## src/rtl/byte_pack_pkg.sv

```systemverilog
package byte_pack_pkg;
  localparam int BYTE_W     = 8;
  localparam int WORD_BYTES = 2;
  localparam int WORD_W     = BYTE_W * WORD_BYTES;

  typedef enum logic [2:0] {
    OP_IDLE, OP_CLEAR, OP_WR_WORD, OP_WR_BYTE, OP_READ, OP_TX, OP_RX
  } op_e;

  // exchange the two bytes of a host word
  function automatic logic [WORD_W-1:0] swap_pair(input logic [WORD_W-1:0] w);
    return {w[BYTE_W-1:0], w[WORD_W-1:BYTE_W]};
  endfunction

  // host word -> low half of store
  function automatic logic [WORD_W-1:0] word_in(input logic [WORD_W-1:0] w, input logic be);
    return be ? w : swap_pair(w);
  endfunction

  // low half of store -> host word
  function automatic logic [WORD_W-1:0] word_out(input logic [WORD_W-1:0] w, input logic be);
    return be ? swap_pair(w) : w;
  endfunction
endpackage

```

## src/rtl/bpk_op_decode.sv

```systemverilog
module bpk_op_decode
  import byte_pack_pkg::*;
#(
  parameter int NBYTES = 4,
  parameter int LEN_W  = $clog2(NBYTES + 1)
) (
  input  logic             clk,
  input  logic             rst_n,
  input  logic             clear,
  input  logic             wr_en,
  input  logic             wr_byte,
  input  logic             rd_en,
  input  logic             tx_take,
  input  logic             rx_push,
  input  logic [LEN_W-1:0] tx_len,
  input  logic [LEN_W-1:0] rx_len,
  output op_e              op
);
  localparam logic [LEN_W-1:0] WR_LIMIT = LEN_W'(NBYTES - WORD_BYTES);
  localparam logic [LEN_W-1:0] RX_FULL  = LEN_W'(NBYTES);

  // named grant events
  logic wr_fits, tx_has, rx_fits;
  assign wr_fits = (tx_len <= WR_LIMIT);
  assign tx_has  = (tx_len != '0);
  assign rx_fits = (rx_len < RX_FULL);

  always_comb begin
    op = OP_IDLE;
    if (clear)        op = OP_CLEAR;
    else if (wr_en)   op = wr_fits ? (wr_byte ? OP_WR_BYTE : OP_WR_WORD) : OP_IDLE;
    else if (rd_en)   op = OP_READ;
    else if (tx_take) op = tx_has ? OP_TX : OP_IDLE;
    else if (rx_push) op = rx_fits ? OP_RX : OP_IDLE;
  end

  // a read is never served beside a clear or write request
  p_read_grant_r11: assert property (@(posedge clk) disable iff (!rst_n)
    (op == OP_READ) |-> (!clear && !wr_en));
endmodule

```

## src/rtl/bpk_store.sv

```systemverilog
module bpk_store
  import byte_pack_pkg::*;
#(
  parameter int NBYTES = 4,
  parameter int LEN_W  = $clog2(NBYTES + 1),
  parameter int DATA_W = NBYTES * BYTE_W
) (
  input  logic              clk,
  input  logic              rst_n,
  input  op_e               op,
  input  logic              big_endian,
  input  logic [WORD_W-1:0] wr_data,
  input  logic [BYTE_W-1:0] rx_byte,
  input  logic [LEN_W-1:0]  tx_len,
  input  logic [LEN_W-1:0]  rx_len,
  output logic [DATA_W-1:0] data_q,
  output logic [BYTE_W-1:0] tx_sel
);
  logic [DATA_W-1:0] data_d;
  logic [LEN_W-1:0]  tx_idx;
  assign tx_idx = tx_len - LEN_W'(1);

  always_comb begin
    data_d = data_q;
    unique case (op)
      OP_CLEAR:   data_d = '0;
      OP_WR_WORD: data_d = (data_q << WORD_W) | DATA_W'(word_in(wr_data, big_endian));
      OP_WR_BYTE: data_d = (data_q << BYTE_W) | DATA_W'(wr_data[BYTE_W-1:0]);
      OP_READ:    if (rx_len > LEN_W'(WORD_BYTES)) data_d = data_q >> WORD_W;
      OP_RX: begin
        for (int i = 0; i < NBYTES; i++)
          if (LEN_W'(i) == rx_len) data_d[i*BYTE_W +: BYTE_W] = rx_byte;
      end
      default: data_d = data_q;
    endcase
  end

  always_ff @(posedge clk or negedge rst_n)
    if (!rst_n) data_q <= '0;
    else        data_q <= data_d;

  // byte picked for the engine; none matches when empty
  always_comb begin
    tx_sel = '0;
    for (int i = 0; i < NBYTES; i++)
      if (LEN_W'(i) == tx_idx && tx_len != '0) tx_sel = data_q[i*BYTE_W +: BYTE_W];
  end

  // a received byte is visible at its slot on the next cycle
  p_rx_slot_r6: assert property (@(posedge clk) disable iff (!rst_n)
    (op == OP_RX && rx_len == '0) |=> (data_q[BYTE_W-1:0] == $past(rx_byte)));
endmodule

```

## src/rtl/bpk_tx_count.sv

```systemverilog
module bpk_tx_count
  import byte_pack_pkg::*;
#(
  parameter int NBYTES = 4,
  parameter int LEN_W  = $clog2(NBYTES + 1)
) (
  input  logic             clk,
  input  logic             rst_n,
  input  op_e              op,
  output logic [LEN_W-1:0] tx_q,
  output logic [LEN_W-1:0] tx_next
);
  always_comb begin
    tx_next = tx_q;
    unique case (op)
      OP_CLEAR:   tx_next = '0;
      OP_WR_WORD: tx_next = tx_q + LEN_W'(WORD_BYTES);
      OP_WR_BYTE: tx_next = tx_q + LEN_W'(1);
      OP_TX:      tx_next = tx_q - LEN_W'(1);
      default:    tx_next = tx_q;
    endcase
  end

  always_ff @(posedge clk or negedge rst_n)
    if (!rst_n) tx_q <= '0;
    else        tx_q <= tx_next;

  // pending transmit bytes never exceed the store
  p_tx_bound_r2: assert property (@(posedge clk) disable iff (!rst_n)
    tx_q <= LEN_W'(NBYTES));
  // each served take removes exactly one byte
  p_tx_take_r5: assert property (@(posedge clk) disable iff (!rst_n)
    (op == OP_TX) |=> (tx_q == $past(tx_q) - LEN_W'(1)));
endmodule

```

## src/rtl/bpk_rx_count.sv

```systemverilog
module bpk_rx_count
  import byte_pack_pkg::*;
#(
  parameter int NBYTES = 4,
  parameter int LEN_W  = $clog2(NBYTES + 1)
) (
  input  logic             clk,
  input  logic             rst_n,
  input  op_e              op,
  output logic [LEN_W-1:0] rx_q,
  output logic [LEN_W-1:0] rx_next
);
  localparam logic [LEN_W-1:0] WB = LEN_W'(WORD_BYTES);

  always_comb begin
    rx_next = rx_q;
    unique case (op)
      OP_CLEAR: rx_next = '0;
      OP_READ:  rx_next = (rx_q >= WB) ? rx_q - WB : '0;
      OP_RX:    rx_next = rx_q + LEN_W'(1);
      default:  rx_next = rx_q;
    endcase
  end

  always_ff @(posedge clk or negedge rst_n)
    if (!rst_n) rx_q <= '0;
    else        rx_q <= rx_next;

  // held receive bytes never exceed the store
  p_rx_bound_r6: assert property (@(posedge clk) disable iff (!rst_n)
    rx_q <= LEN_W'(NBYTES));
  // a read of a lone byte empties the receive side
  p_single_empties_r8: assert property (@(posedge clk) disable iff (!rst_n)
    (op == OP_READ && rx_q == LEN_W'(1)) |=> (rx_q == '0));
endmodule

```

## src/rtl/byte_pack_buffer.sv

```systemverilog
module byte_pack_buffer
  import byte_pack_pkg::*;
#(
  parameter int NBYTES = 4,
  parameter int LEN_W  = $clog2(NBYTES + 1)
) (
  input  logic              clk,
  input  logic              rst_n,
  input  logic              clear,
  input  logic              big_endian,
  input  logic              wr_en,
  input  logic              wr_byte,
  input  logic [15:0]       wr_data,
  input  logic              rd_en,
  output logic [15:0]       rd_data,
  input  logic              tx_take,
  output logic [7:0]        tx_byte,
  output logic              tx_avail,
  input  logic              rx_push,
  input  logic [7:0]        rx_byte,
  output logic              rx_room,
  output logic [LEN_W-1:0]  tx_len,
  output logic [LEN_W-1:0]  rx_len,
  output logic              clr_xudf,
  output logic              clr_xrdy,
  output logic              clr_rovr,
  output logic              clr_rrdy,
  output logic              set_sbd
);
  localparam int DATA_W = NBYTES * BYTE_W;

  op_e               op;
  logic [DATA_W-1:0] data_q;
  logic [LEN_W-1:0]  tx_next, rx_next;

  bpk_op_decode #(.NBYTES(NBYTES), .LEN_W(LEN_W)) u_decode (
    .clk(clk), .rst_n(rst_n), .clear(clear), .wr_en(wr_en), .wr_byte(wr_byte),
    .rd_en(rd_en), .tx_take(tx_take), .rx_push(rx_push),
    .tx_len(tx_len), .rx_len(rx_len), .op(op));

  bpk_store #(.NBYTES(NBYTES), .LEN_W(LEN_W), .DATA_W(DATA_W)) u_store (
    .clk(clk), .rst_n(rst_n), .op(op), .big_endian(big_endian),
    .wr_data(wr_data), .rx_byte(rx_byte), .tx_len(tx_len), .rx_len(rx_len),
    .data_q(data_q), .tx_sel(tx_byte));

  bpk_tx_count #(.NBYTES(NBYTES), .LEN_W(LEN_W)) u_tx (
    .clk(clk), .rst_n(rst_n), .op(op), .tx_q(tx_len), .tx_next(tx_next));

  bpk_rx_count #(.NBYTES(NBYTES), .LEN_W(LEN_W)) u_rx (
    .clk(clk), .rst_n(rst_n), .op(op), .rx_q(rx_len), .rx_next(rx_next));

  // named events for status and assertions
  logic wr_accepted, rd_served;
  assign wr_accepted = (op == OP_WR_WORD) || (op == OP_WR_BYTE);
  assign rd_served   = (op == OP_READ);

  assign rd_data  = word_out(data_q[WORD_W-1:0], big_endian);
  assign tx_avail = (tx_len != '0);
  assign rx_room  = (rx_len < LEN_W'(NBYTES));
  assign clr_xudf = wr_accepted;
  assign clr_xrdy = wr_accepted && (tx_next > LEN_W'(WORD_BYTES));
  assign clr_rovr = rd_served;
  assign clr_rrdy = rd_served && (rx_next == '0);
  assign set_sbd  = rd_served && (rx_len == LEN_W'(1));

  // clear empties both sides
  p_clear_empty_r1: assert property (@(posedge clk) disable iff (!rst_n)
    clear |=> (tx_len == '0 && rx_len == '0));
  // an overfull write leaves lengths untouched and raises no pulse
  p_wr_reject_r4: assert property (@(posedge clk) disable iff (!rst_n)
    (!clear && wr_en && tx_len > LEN_W'(NBYTES - WORD_BYTES))
      |-> (!clr_xudf ##1 ($stable(tx_len) && $stable(rx_len))));
  // write and read pulses never coexist
  p_one_op_r11: assert property (@(posedge clk) disable iff (!rst_n)
    !(clr_xudf && clr_rovr));
  // single-byte pulse only from a one-byte receive side
  p_sbd_src_r8: assert property (@(posedge clk) disable iff (!rst_n)
    set_sbd |-> (rx_len == LEN_W'(1) && clr_rrdy));
endmodule

```

## config.mk

```make
export PLATFORM = sky130hd
export DESIGN_NAME = byte_pack_buffer
export DESIGN_NICKNAME = d
export VERILOG_FILES = /design/src/rtl/byte_pack_pkg.sv /design/src/rtl/bpk_op_decode.sv /design/src/rtl/bpk_store.sv /design/src/rtl/bpk_tx_count.sv /design/src/rtl/bpk_rx_count.sv /design/src/rtl/byte_pack_buffer.sv
export SDC_FILE = /design/constraint.sdc
export NUM_CORES = 1
export LEC_CHECK = 0
export ABC_AREA = 0
export BUFFER_PORTS_ARGS = -buffer_cell sky130_fd_sc_hd__buf_4
export CORE_MARGIN = 2
export CORE_UTILIZATION = 50
export DETAILED_ROUTE_END_ITERATION = 10
export GPL_ROUTABILITY_DRIVEN = 0
export PLACE_DENSITY = 0.74
export SLEW_MARGIN = 10
export SYNTH_ARGS = -nofsm -noshare
export SYNTH_HDL_FRONTEND = slang
export SYNTH_SLANG_ARGS = --single-unit
```

## constraint.sdc

```tcl
create_clock -name clk -period 6.2 [get_ports clk]
set_input_delay 0.93 -clock clk [delete_from_list [all_inputs] [get_ports clk]]
set_output_delay 0.93 -clock clk [all_outputs]
set_load 0.05 [all_outputs]
```

==> impl_metrics.ini, run 1 <==
[clock_tree]
clock_latency_ns = 0.30
clk_pin_slew_ns = 0.08
cts.sinks = 38
cts_resized = 0
cts_htree_levels = 2
cts_hold_buffers = 0
cts_setup_buffers = 0
clockRootBuffer = clkbuf_8
cts_buffers = 5
cts_buffer_depth = 2
cts_tree = done

[logic_synthesis]
yosysTopAreaCellShare_pct = 29.0
synth_warnings = 0
yosysUniqueCellTypes = 53
synth_ff_type = dfrtp_1
synth_common_cells = nand2_1 (46), dfrtp_1 (38), o21ai_0 (28)
netlist_area_um2 = 3280
syn_nets = 410
synth_fa_ha_area_share_pct = 4.58
synth_cells = 365
syn_avg_cell_area_um2 = 8.98
ys_top_cells_by_area = dfrtp_1 (29%), mux2_2 (8.6%), mux2i_1 (7.9%)
synth_enable_flop_cells = 0
ys_seq_elements = 38
ys_seq_area_share_pct = 29.0
synth_top_area_cell = dfrtp_1
synth_compound_area_share_pct = 21.9
synth.mux.area_fraction_pct = 20.6
synth_xor_area_share_pct = 0
yosysMostFrequentCell = nand2_1
synth-simple-area-share_pct = 18.8
synth_top_family_by_area = compound AO/OA/AOI/OAI gates
async_reset_ff_share_pct = 100

[die]
die_area_um2 = 7220
core_area_um2 = 6350
die_w_um = 85.0
row_count = 29
ios = 70
initial_core_util_pct = 51.6
die_y_um = 85.0

[cells_and_area]
utilization_pct = 61.4
antenna_cells = 0
multi_input_area_um2 = 2170
postLayoutCellArea_um2 = 3900
area_growth_pct = 18.8
finalNetCount = 464
n_fill_cell = 557
drive_gt1_share_pct = 29.5
seqCellArea_um2 = 951

[grt]
grt_max_degree = 39
grt_pass1_vias = 3115
gr-usage-all-layers_pct = 26.4
antenna_found_initial = 0
grt_overflow = 0
grt_pass1_wl_um = 15200

[pwr]
powerDensity_nw_per_um2 = 308
ir_worst_vdd_mv = 0.179
p_leak_uw = 0.00182

[timing]
setup_viol_count_final = 0
drv_slew = 0
fmax_ghz = 0.261
tns_ns = 0
grt_setup_unrepaired = no
finClkSkew_ns = 0.00759
post-route-min-period_ns = 3.83
post-route-period-util_pct = 61.8
relSlewSlack_pct = 18.2
hold_violations = 0
worst_slew_pin_slew_ns = 1.22

[drt]
ant_nets = 0
vias_per_cell = 6.35
via_count = 3155
wl_um = 9470
drtIter0Drc = 268
route.detailed.drc = 0
avgRoutedWirePerCell_um = 19.0
firstDrtPassIters = 4

[setup_path]
crit_buf_inv = 2
startpoint_type = flop
critical-path-slowest-cell = nor2b_1
slowest_delay_ns = 0.63
cp.required_ns = 5.27
crit_family = simple AND/OR/NAND/NOR gates
crit_fanout = 8
worstSetupPathType = reg -> out
crit_path_cell_trace = inv_1 -> ha_1 -> nor3_1 -> a21oi_1 -> nor2b_1 -> a221oi_1 -> o21ai_0 -> buf_4
critPathArrivalTime_ns = 2.90
end_kind = output pin

[status]
status = finished clean

[place]
port_buffers = 69
hpwl_um = 6580
placed_area_um2 = 3800

[hold_path]
hp-class = reg -> reg

[job]
max_cap_violations = 0
==> per-stage QoR <==
step | cells | setup WS [ns] | hold WS, ns | total power, uW
after floorplan | 365 | 2.03 | 0.482 | 821
after global placement | 489 | 2.61 | 0.502 | 998
after detailed placement | 489 | 2.56 | 0.522 | 1010
after CTS | 497 | 2.45 | 0.542 | 1200
after global routing | 497 | 2.21 | 0.563 | 1260
final | 497 | 2.37 | 0.542 | 1200
==> worst reg2reg max path: cells and delay by family, from the launching register on <==
kind | cells | cell delay (ns)
compound gates | 2 | 1.35
simple gates | 3 | 0.62
flops | 1 | 0.47
fa+ha+maj | 1 | 0.22
buf+inv | 1 | 0.16
==> registers in the layout, indices dropped and copies added, names as in the netlist <==
register	flops
u_store.data_q	32
u_rx.rx_q	3
u_tx.tx_q	3
==> routing by layer <==
metal,track usage (%),share of wire (%),up-vias
met5,0,0,-
met4,11.5,2.4,0
met3,4.38,6.6,23
met2,41.8,48,132
met1,35.6,42,1534
li1,-,-,1466
==> logic make-up (layout without fill, tap and decap cells) <==
kind of cell / Yosys count / after routing
AO/OA/AOI/OAI: 95 / 95
adder cells (fa/ha/maj): 12 / 12
buffers and inverters: 36 / 91
flip-flops: 38 / 38
multiplexers: 60 / 60
AND/OR/NAND/NOR: 124 / 124
==> cell usage in the layout, fill, tap and decap left out, drive strengths merged, types with 3 or more instances in the layout <==
| cell | instances |
|---|---|
| o2111ai | 7 |
| nand3 | 18 |
| a41oi | 3 |
| a21oi | 4 |
| o32a | 5 |
| a221oi | 8 |
| nor2 | 15 |
| mux2i | 26 |
| mux2 | 34 |
| o21ai | 30 |
| clkbuf | 6 |
| buf | 73 |
| nor3 | 3 |
| dfrtp | 38 |
| nand2 | 46 |
| o22a | 8 |
| inv | 10 |
| and2 | 4 |
| o211ai | 3 |
| nand2b | 7 |
| and3 | 8 |
| nor3b | 4 |
| a31oi | 3 |
| ha | 12 |
| o22ai | 9 |
| a211oi | 3 |
| nor2b | 13 |
==> report_power, final <==
group / leakage, uW / internal [uW] / total, uW / switching (uW)
Combinational: 0.00127 / 228 / 644 / 416
Sequential: 0.000504 / 295 / 368 / 72.6
Clock: 0.0000472 / 89.5 / 187 / 97.8
==> cell type report <==
type / count / area share [%]
Multi-Input combinational cell: 291 / 55.7
Sequential cell: 38 / 24.4
Timing Repair Buffer: 73 / 14.1
Tap cell: 77 / 2.47
Clock buffer: 6 / 2.12
Inverter: 10 / 0.963
Clock inverter: 2 / 0.321
==> worst paths after layout <==
path | cells after the start | end | slack [ns] | from
min | 1 | u_store.data_q[28] | 0.54 | u_store.data_q[28]
max reg2reg | 7 | u_store.data_q[0] | 3.28 | u_tx.tx_q[0]
max in group asynchronous | 1 | u_tx.tx_q[2] | 5.25 | rst_n
min reg2reg | 1 | u_store.data_q[28] | 0.54 | u_store.data_q[28]
max | 8 | tx_byte[0] | 2.37 | u_tx.tx_q[1]
min in group asynchronous | 1 | u_rx.rx_q[2] | 0.60 | rst_n
Note: power is estimated with default switching activity, not from simulation.
==> run 2: changes to the inputs <==
==> constraint.sdc (replaced) <==
create_clock -name clk -period 3.98 [get_ports clk]
set_input_delay 0.597 -clock clk [delete_from_list [all_inputs] [get_ports clk]]
set_output_delay 0.597 -clock clk [all_outputs]
set_load 0.05 [all_outputs]
==> impl_metrics.ini, run 2 (same netlist as run 1, synthesis figures left out) <==
[status]
status = finished clean

[timing]
relSlewSlack_pct = 32.0
post-route-period-util_pct = 84.1
tns_ns = 0
drv_slew = 0
finClkSkew_ns = 0.0106
post-route-min-period_ns = 3.35
grt_setup_unrepaired = no
setup_viol_count_final = 0
worst_slew_pin_slew_ns = 1.02
hold_violations = 0
fmax_ghz = 0.299
whs_ns = 0.274

[setup_path]
critPathArrivalTime_ns = 2.75
critical-path-slowest-cell = nor2b_1
worstSetupPathType = reg -> out
startpoint_type = flop
crit_fanout = 8
crit_path_cell_trace = inv_1 -> ha_1 -> nor3_1 -> a21oi_1 -> nor2b_1 -> a221oi_1 -> o21ai_0 -> buf_4
cp.required_ns = 3.38
end_kind = output pin
reg2reg_from = u_tx.tx_q[0]
r2r_cells = 7
r2r_end = u_store.data_q[5]
crit_family = simple AND/OR/NAND/NOR gates
rrSetupSlack_ns = 1.04
crit_buf_inv = 2
slowest_delay_ns = 0.59

[grt]
gr-usage-all-layers_pct = 27.6
grt_pass1_vias = 3111
grt_pass1_wl_um = 15800
grt_overflow = 0
antenna_found_initial = 0
grt_max_degree = 39

[clock_tree]
cts_htree_levels = 2
cts_setup_buffers = 0
clock_latency_ns = 0.30
cts_buffer_depth = 2
clk_pin_slew_ns = 0.08
cts.sinks = 38
cts_resized = 0
cts_hold_buffers = 0
clockRootBuffer = clkbuf_8
cts_buffers = 5
cts_tree = done

[pwr]
p_leak_uw = 0.00182
ir_worst_vdd_mv = 0.307
power_uw = 1850
powerDensity_nw_per_um2 = 475

[cells_and_area]
final_common_cell = buf_4
layout_common_cells = buf_4 (74), nand2_1 (46), dfrtp_1 (38)
utilization_pct = 61.2
top_register = u_store.data_q
drive_gt1_share_pct = 29.5
reg_top3 = u_store.data_q (32), u_rx.rx_q (3), u_tx.tx_q (3)
postLayoutCellArea_um2 = 3890
area_growth_pct = 18.6
finalNetCount = 465
largest_reg_flops = 32
antenna_cells = 0
n_fill_cell = 561

[die]
ios = 70
die_y_um = 85.0
die_area_um2 = 7220
row_count = 29
initial_core_util_pct = 51.6
core_area_um2 = 6350
die_w_um = 85.0

[drt]
wl_um = 9690
drtIter0Drc = 310
firstDrtPassIters = 4
ant_nets = 0
vias_per_cell = 6.30
avgRoutedWirePerCell_um = 19.5
via_count = 3132
route.detailed.drc = 0

[job]
max_cap_violations = 0

[place]
placed_area_um2 = 3810
port_buffers = 69
hpwl_um = 6610

[hold_path]
hp-class = in -> async
## run 2: changes by cell type in the layout (fill, tap and decap cells not counted), sizes merged
cell,change
buf,+1
clkbuf,-1
clkinv,+1
clkinvlp,-1
## run 2: per-layer routing
layer	global-route usage [%]	share of wire (%)
met5	0	0
met4	9.96	0.94
met3	3.11	5.1
met2	45.7	50
met1	37.2	44
## run 2: worst max-delay path by stage
stage,start,end,cells after the start
final,u_tx.tx_q[0],tx_byte[4],8
after global routing,u_tx.tx_q[1],tx_byte[0],8
after CTS,u_tx.tx_q[0],tx_byte[4],8
after detailed placement,tx_take,clr_rrdy,7
after global placement,tx_take,clr_rrdy,7
after floorplan,u_tx.tx_q[1],tx_byte[0],7
## run 2: cell type report
class / instances / area [um^2] / area share [%]
multi-input cells: 291 / 2170 / 55.8
flip-flops and latches: 38 / 951 / 24.5
repair buffers: 74 / 556 / 14.3
well taps: 77 / 96.3 / 2.48
clock buffers: 5 / 68.8 / 1.77
inverters: 10 / 37.5 / 0.965
clock inverters: 2 / 10.0 / 0.257
## run 2: power by group
| group | switching (uW) | leakage (uW) | internal, uW |
|---|---|---|---|
| combinational | 651 | 0.00128 | 358 |
| sequential | 112 | 0.000504 | 460 |
| clock | 149 | 0.0000438 | 118 |
| total | 912 | 0.00182 | 936 |
## run 2: metrics by stage
step | std cells | setup WS (ns)
floorplan | 365 | 0.147
global placement | 490 | 1.05
detailed placement | 490 | 0.987
CTS | 497 | 0.686
global route | 497 | 0.471
finish | 497 | 0.631
## run 2: worst register-to-register path, delay by kind of cell (launching register included)
family | cells | cell delay (ns)
buffers and inverters | 1 | 0.12
flip-flops | 1 | 0.46
AND/OR/NAND/NOR | 2 | 0.80
adder cells (fa/ha/maj) | 1 | 0.26
AO/OA/AOI/OAI | 2 | 0.79
multiplexers | 1 | 0.41
==> run 3: changes to the inputs <==
--- a/config.mk
+++ b/config.mk
@@ -5,7 +5,7 @@
 export SDC_FILE = /design/constraint.sdc
 export NUM_CORES = 1
 export LEC_CHECK = 0
-export ABC_AREA = 0
+export ABC_AREA = 1
 export BUFFER_PORTS_ARGS = -buffer_cell sky130_fd_sc_hd__buf_4
 export CORE_MARGIN = 2
 export CORE_UTILIZATION = 50
==> constraint.sdc (replaced) <==
create_clock -name clk -period 3.4 [get_ports clk]
set_input_delay 0.51 -clock clk [delete_from_list [all_inputs] [get_ports clk]]
set_output_delay 0.51 -clock clk [all_outputs]
set_load 0.05 [all_outputs]
==> impl_metrics.ini, run 3 <==
[logic_synthesis]
yosysUniqueCellTypes = 30
synth_cells = 519
syn_avg_cell_area_um2 = 6.40
syn_nets = 564
async_reset_ff_share_pct = 100
netlist_area_um2 = 3320
synth_enable_flop_cells = 0
synth_top_area_cell = dfrtp_1
synth_ff_type = dfrtp_1
synth.mux.area_fraction_pct = 0
yosysMostFrequentCell = nand2_1
ys_seq_elements = 38
synth_warnings = 0
synth_fa_ha_area_share_pct = 4.52
synth_common_cells = nand2_1 (190), inv_1 (64), nand3_1 (49)
synth_top_family_by_area = simple AND/OR/NAND/NOR gates
synth_compound_area_share_pct = 19.1
yosysTopAreaCellShare_pct = 28.6
ys_seq_area_share_pct = 28.6
synth-simple-area-share_pct = 36.5
ys_top_cells_by_area = dfrtp_1 (29%), nand2_1 (21%), nand3_1 (7.4%)
synth_xor_area_share_pct = 0.527

[cells_and_area]
n_fill_cell = 601
area_growth_pct = 21.1
final_common_cell = nand2_1
top_register = u_store.data_q
drive_gt1_share_pct = 22.7
utilization_pct = 63.0
antenna_cells = 0
largest_reg_flops = 32
finalNetCount = 627
layout_common_cells = nand2_1 (189), buf_4 (72), inv_1 (64)
seqCellArea_um2 = 951
multi_input_area_um2 = 2040
reg_top3 = u_store.data_q (32), u_rx.rx_q (3), u_tx.tx_q (3)

[grt]
met1_usage_pct = 40.9
antenna_found_initial = 0
grt_overflow = 0
grt_pass1_vias = 3155
grt_max_degree = 39
met2_usage_pct = 36.9
gr-max-usage-layer = met1
gr-usage-all-layers_pct = 26.1
use_met3_pct = 5.29
grt_pass1_wl_um = 15400

[timing]
post-route-period-util_pct = 94.1
finClkSkew_ns = 0.0122
hold_violations = 0
worst_slew_pin_slew_ns = 0.790
post-route-min-period_ns = 3.20
fmax_ghz = 0.313
whs_ns = 0.192
tns_ns = 0
grt_setup_unrepaired = no
drv_slew = 0
finalWorstSetupSlack_ns = 0.201
relSlewSlack_pct = 47.3
setup_viol_count_final = 0

[clock_tree]
cts_tree = done
cts.sinks = 38
cts_buffer_depth = 2
clock_latency_ns = 0.29
clk_pin_slew_ns = 0.08
clockRootBuffer = clkbuf_8
cts_hold_buffers = 0
cts_htree_levels = 2
cts_buffers = 5

[place]
preCtsSetupSlack_ns = 0.437
hpwl_um = 7000
port_buffers = 69

[setup_path]
critical-path-slowest-cell = dfrtp_1
worstSetupPathType = reg -> out
crit_top_cell = nand2_1
crit_path_cell_trace = inv_1 -> ha_1 -> nand2_4 -> nand2_1 -> nand3_1 -> nand2_1 -> inv_2 -> nand2_1 -> inv_2 -> nand2_1 -> o21ai_0 -> nor2_1 -> nand2_1 -> nor2_2 -> buf_4
slowest_delay_ns = 0.46
end_kind = output pin
startpoint_type = flop
critPathArrivalTime_ns = 2.69
cp.required_ns = 2.89
crit_fanout = 9

[die]
initial_core_util_pct = 52.0
die_w_um = 85.5
ios = 70
die_y_um = 85.5
die_area_um2 = 7310
row_count = 29
core_area_um2 = 6390

[pwr]
p_leak_uw = 0.00211
clkPwrFrac_pct = 18.2
switching_share_pct = 49.5
pwr-share-seq_pct = 28.8
powerDensity_nw_per_um2 = 536
ir_worst_vdd_mv = 0.248
p_switching_uw = 1070
internal_power_uw = 1090
pwr-share-comb_pct = 52.9
power_uw = 2150

[drt]
route.detailed.drc = 0
firstDrtPassIters = 4
ant_nets = 0
drtIter0Drc = 351
wl_um = 9390
avgRoutedWirePerCell_um = 14.2
via_count = 3551
vias_per_cell = 5.39

[job]
max_cap_violations = 0

[hold_path]
hp-class = in -> async

[status]
status = finished clean
==> run 3: cell count changes after synthesis, sizes merged, moves of 9 or more <==
cell and change:
nand2 +152, mux2 -34, o22ai -9, o211ai +15, nor2b -13, nand3 +35
inv +63, mux2i -26, o21ai +46
==> run 3: final timing paths <==
| kind | startpoint | endpoint | slack [ns] | cells after the start |
|---|---|---|---|---|
| setup reg to reg | u_tx.tx_q[1] | u_store.data_q[31] | 0.93 | 11 |
| hold / removal | rst_n | u_store.data_q[7] | 0.19 | 1 |
| max in group asynchronous | rst_n | u_store.data_q[9] | 2.85 | 1 |
| hold reg to reg | u_store.data_q[27] | u_store.data_q[27] | 0.54 | 2 |
| min in group clk | u_store.data_q[27] | u_store.data_q[27] | 0.54 | 2 |
| setup / recovery | u_tx.tx_q[1] | clr_rrdy | 0.20 | 15 |
==> run 3: worst max-delay path: cells and delay by family, from the launching register on <==
| kind | cells | cell delay [ns] |
|---|---|---|
| AOI/OAI and AO/OA | 1 | 0.08 |
| adders and majority gates | 1 | 0.28 |
| buffers and inverters | 4 | 0.61 |
| DFF | 1 | 0.46 |
| and+or+nand+nor | 9 | 0.96 |
==> run 3: final cells by class <==
class	instances	share of cell area (%)
multi-input cells	392	50.8
flip-flops and latches	38	23.6
repair buffers	72	13.4
inverters	73	6.88
well taps	77	2.40
clock buffers	6	2.05
clock inverters	1	0.747
==> run 3: what timing repair did <==
| item | 4_1_cts | 5_1_grt |
|---|---|---|
| resized for setup | 0 | 5 |
| setup buffers | 0 | 0 |
| endpoints found under the setup margin | 0 | 8 |
==> run 3: cells by family (layout without fill, tap and decap cells) <==
group / count (synthesis) / after routing
compound gates: 102 / 102
xor+xnor: 2 / 2
fa+ha+maj: 12 / 12
buf+inv: 89 / 152
flops: 38 / 38
simple gates: 276 / 276
==> run 3: per-stage QoR <==
| stage | cells | instance area, um^2 |
|---|---|---|
| floorplan | 519 | 3330 |
| global placement | 652 | 3890 |
| detailed placement | 652 | 3890 |
| CTS | 659 | 4000 |
| global route | 659 | 4020 |
| finish | 659 | 4020 |
==> run 3: power groups by stage <==
stage / logic [uW] / registers [uW] / clock network [uW]
2_1_floorplan: 744 / 657 / 0
6_report: 1140 / 621 / 393
5_1_grt: 1240 / 630 / 420
3_3_place_gp: 1090 / 620 / 0
4_1_cts: 1110 / 615 / 400
3_5_place_dp: 1110 / 623 / 0
==> run 3: layer usage <==
layer | up-vias | routed length (um)
met5 | - | 0
met4 | 0 | 97
met3 | 13 | 920
met2 | 167 | 3890
met1 | 1572 | 4480
li1 | 1799 | -
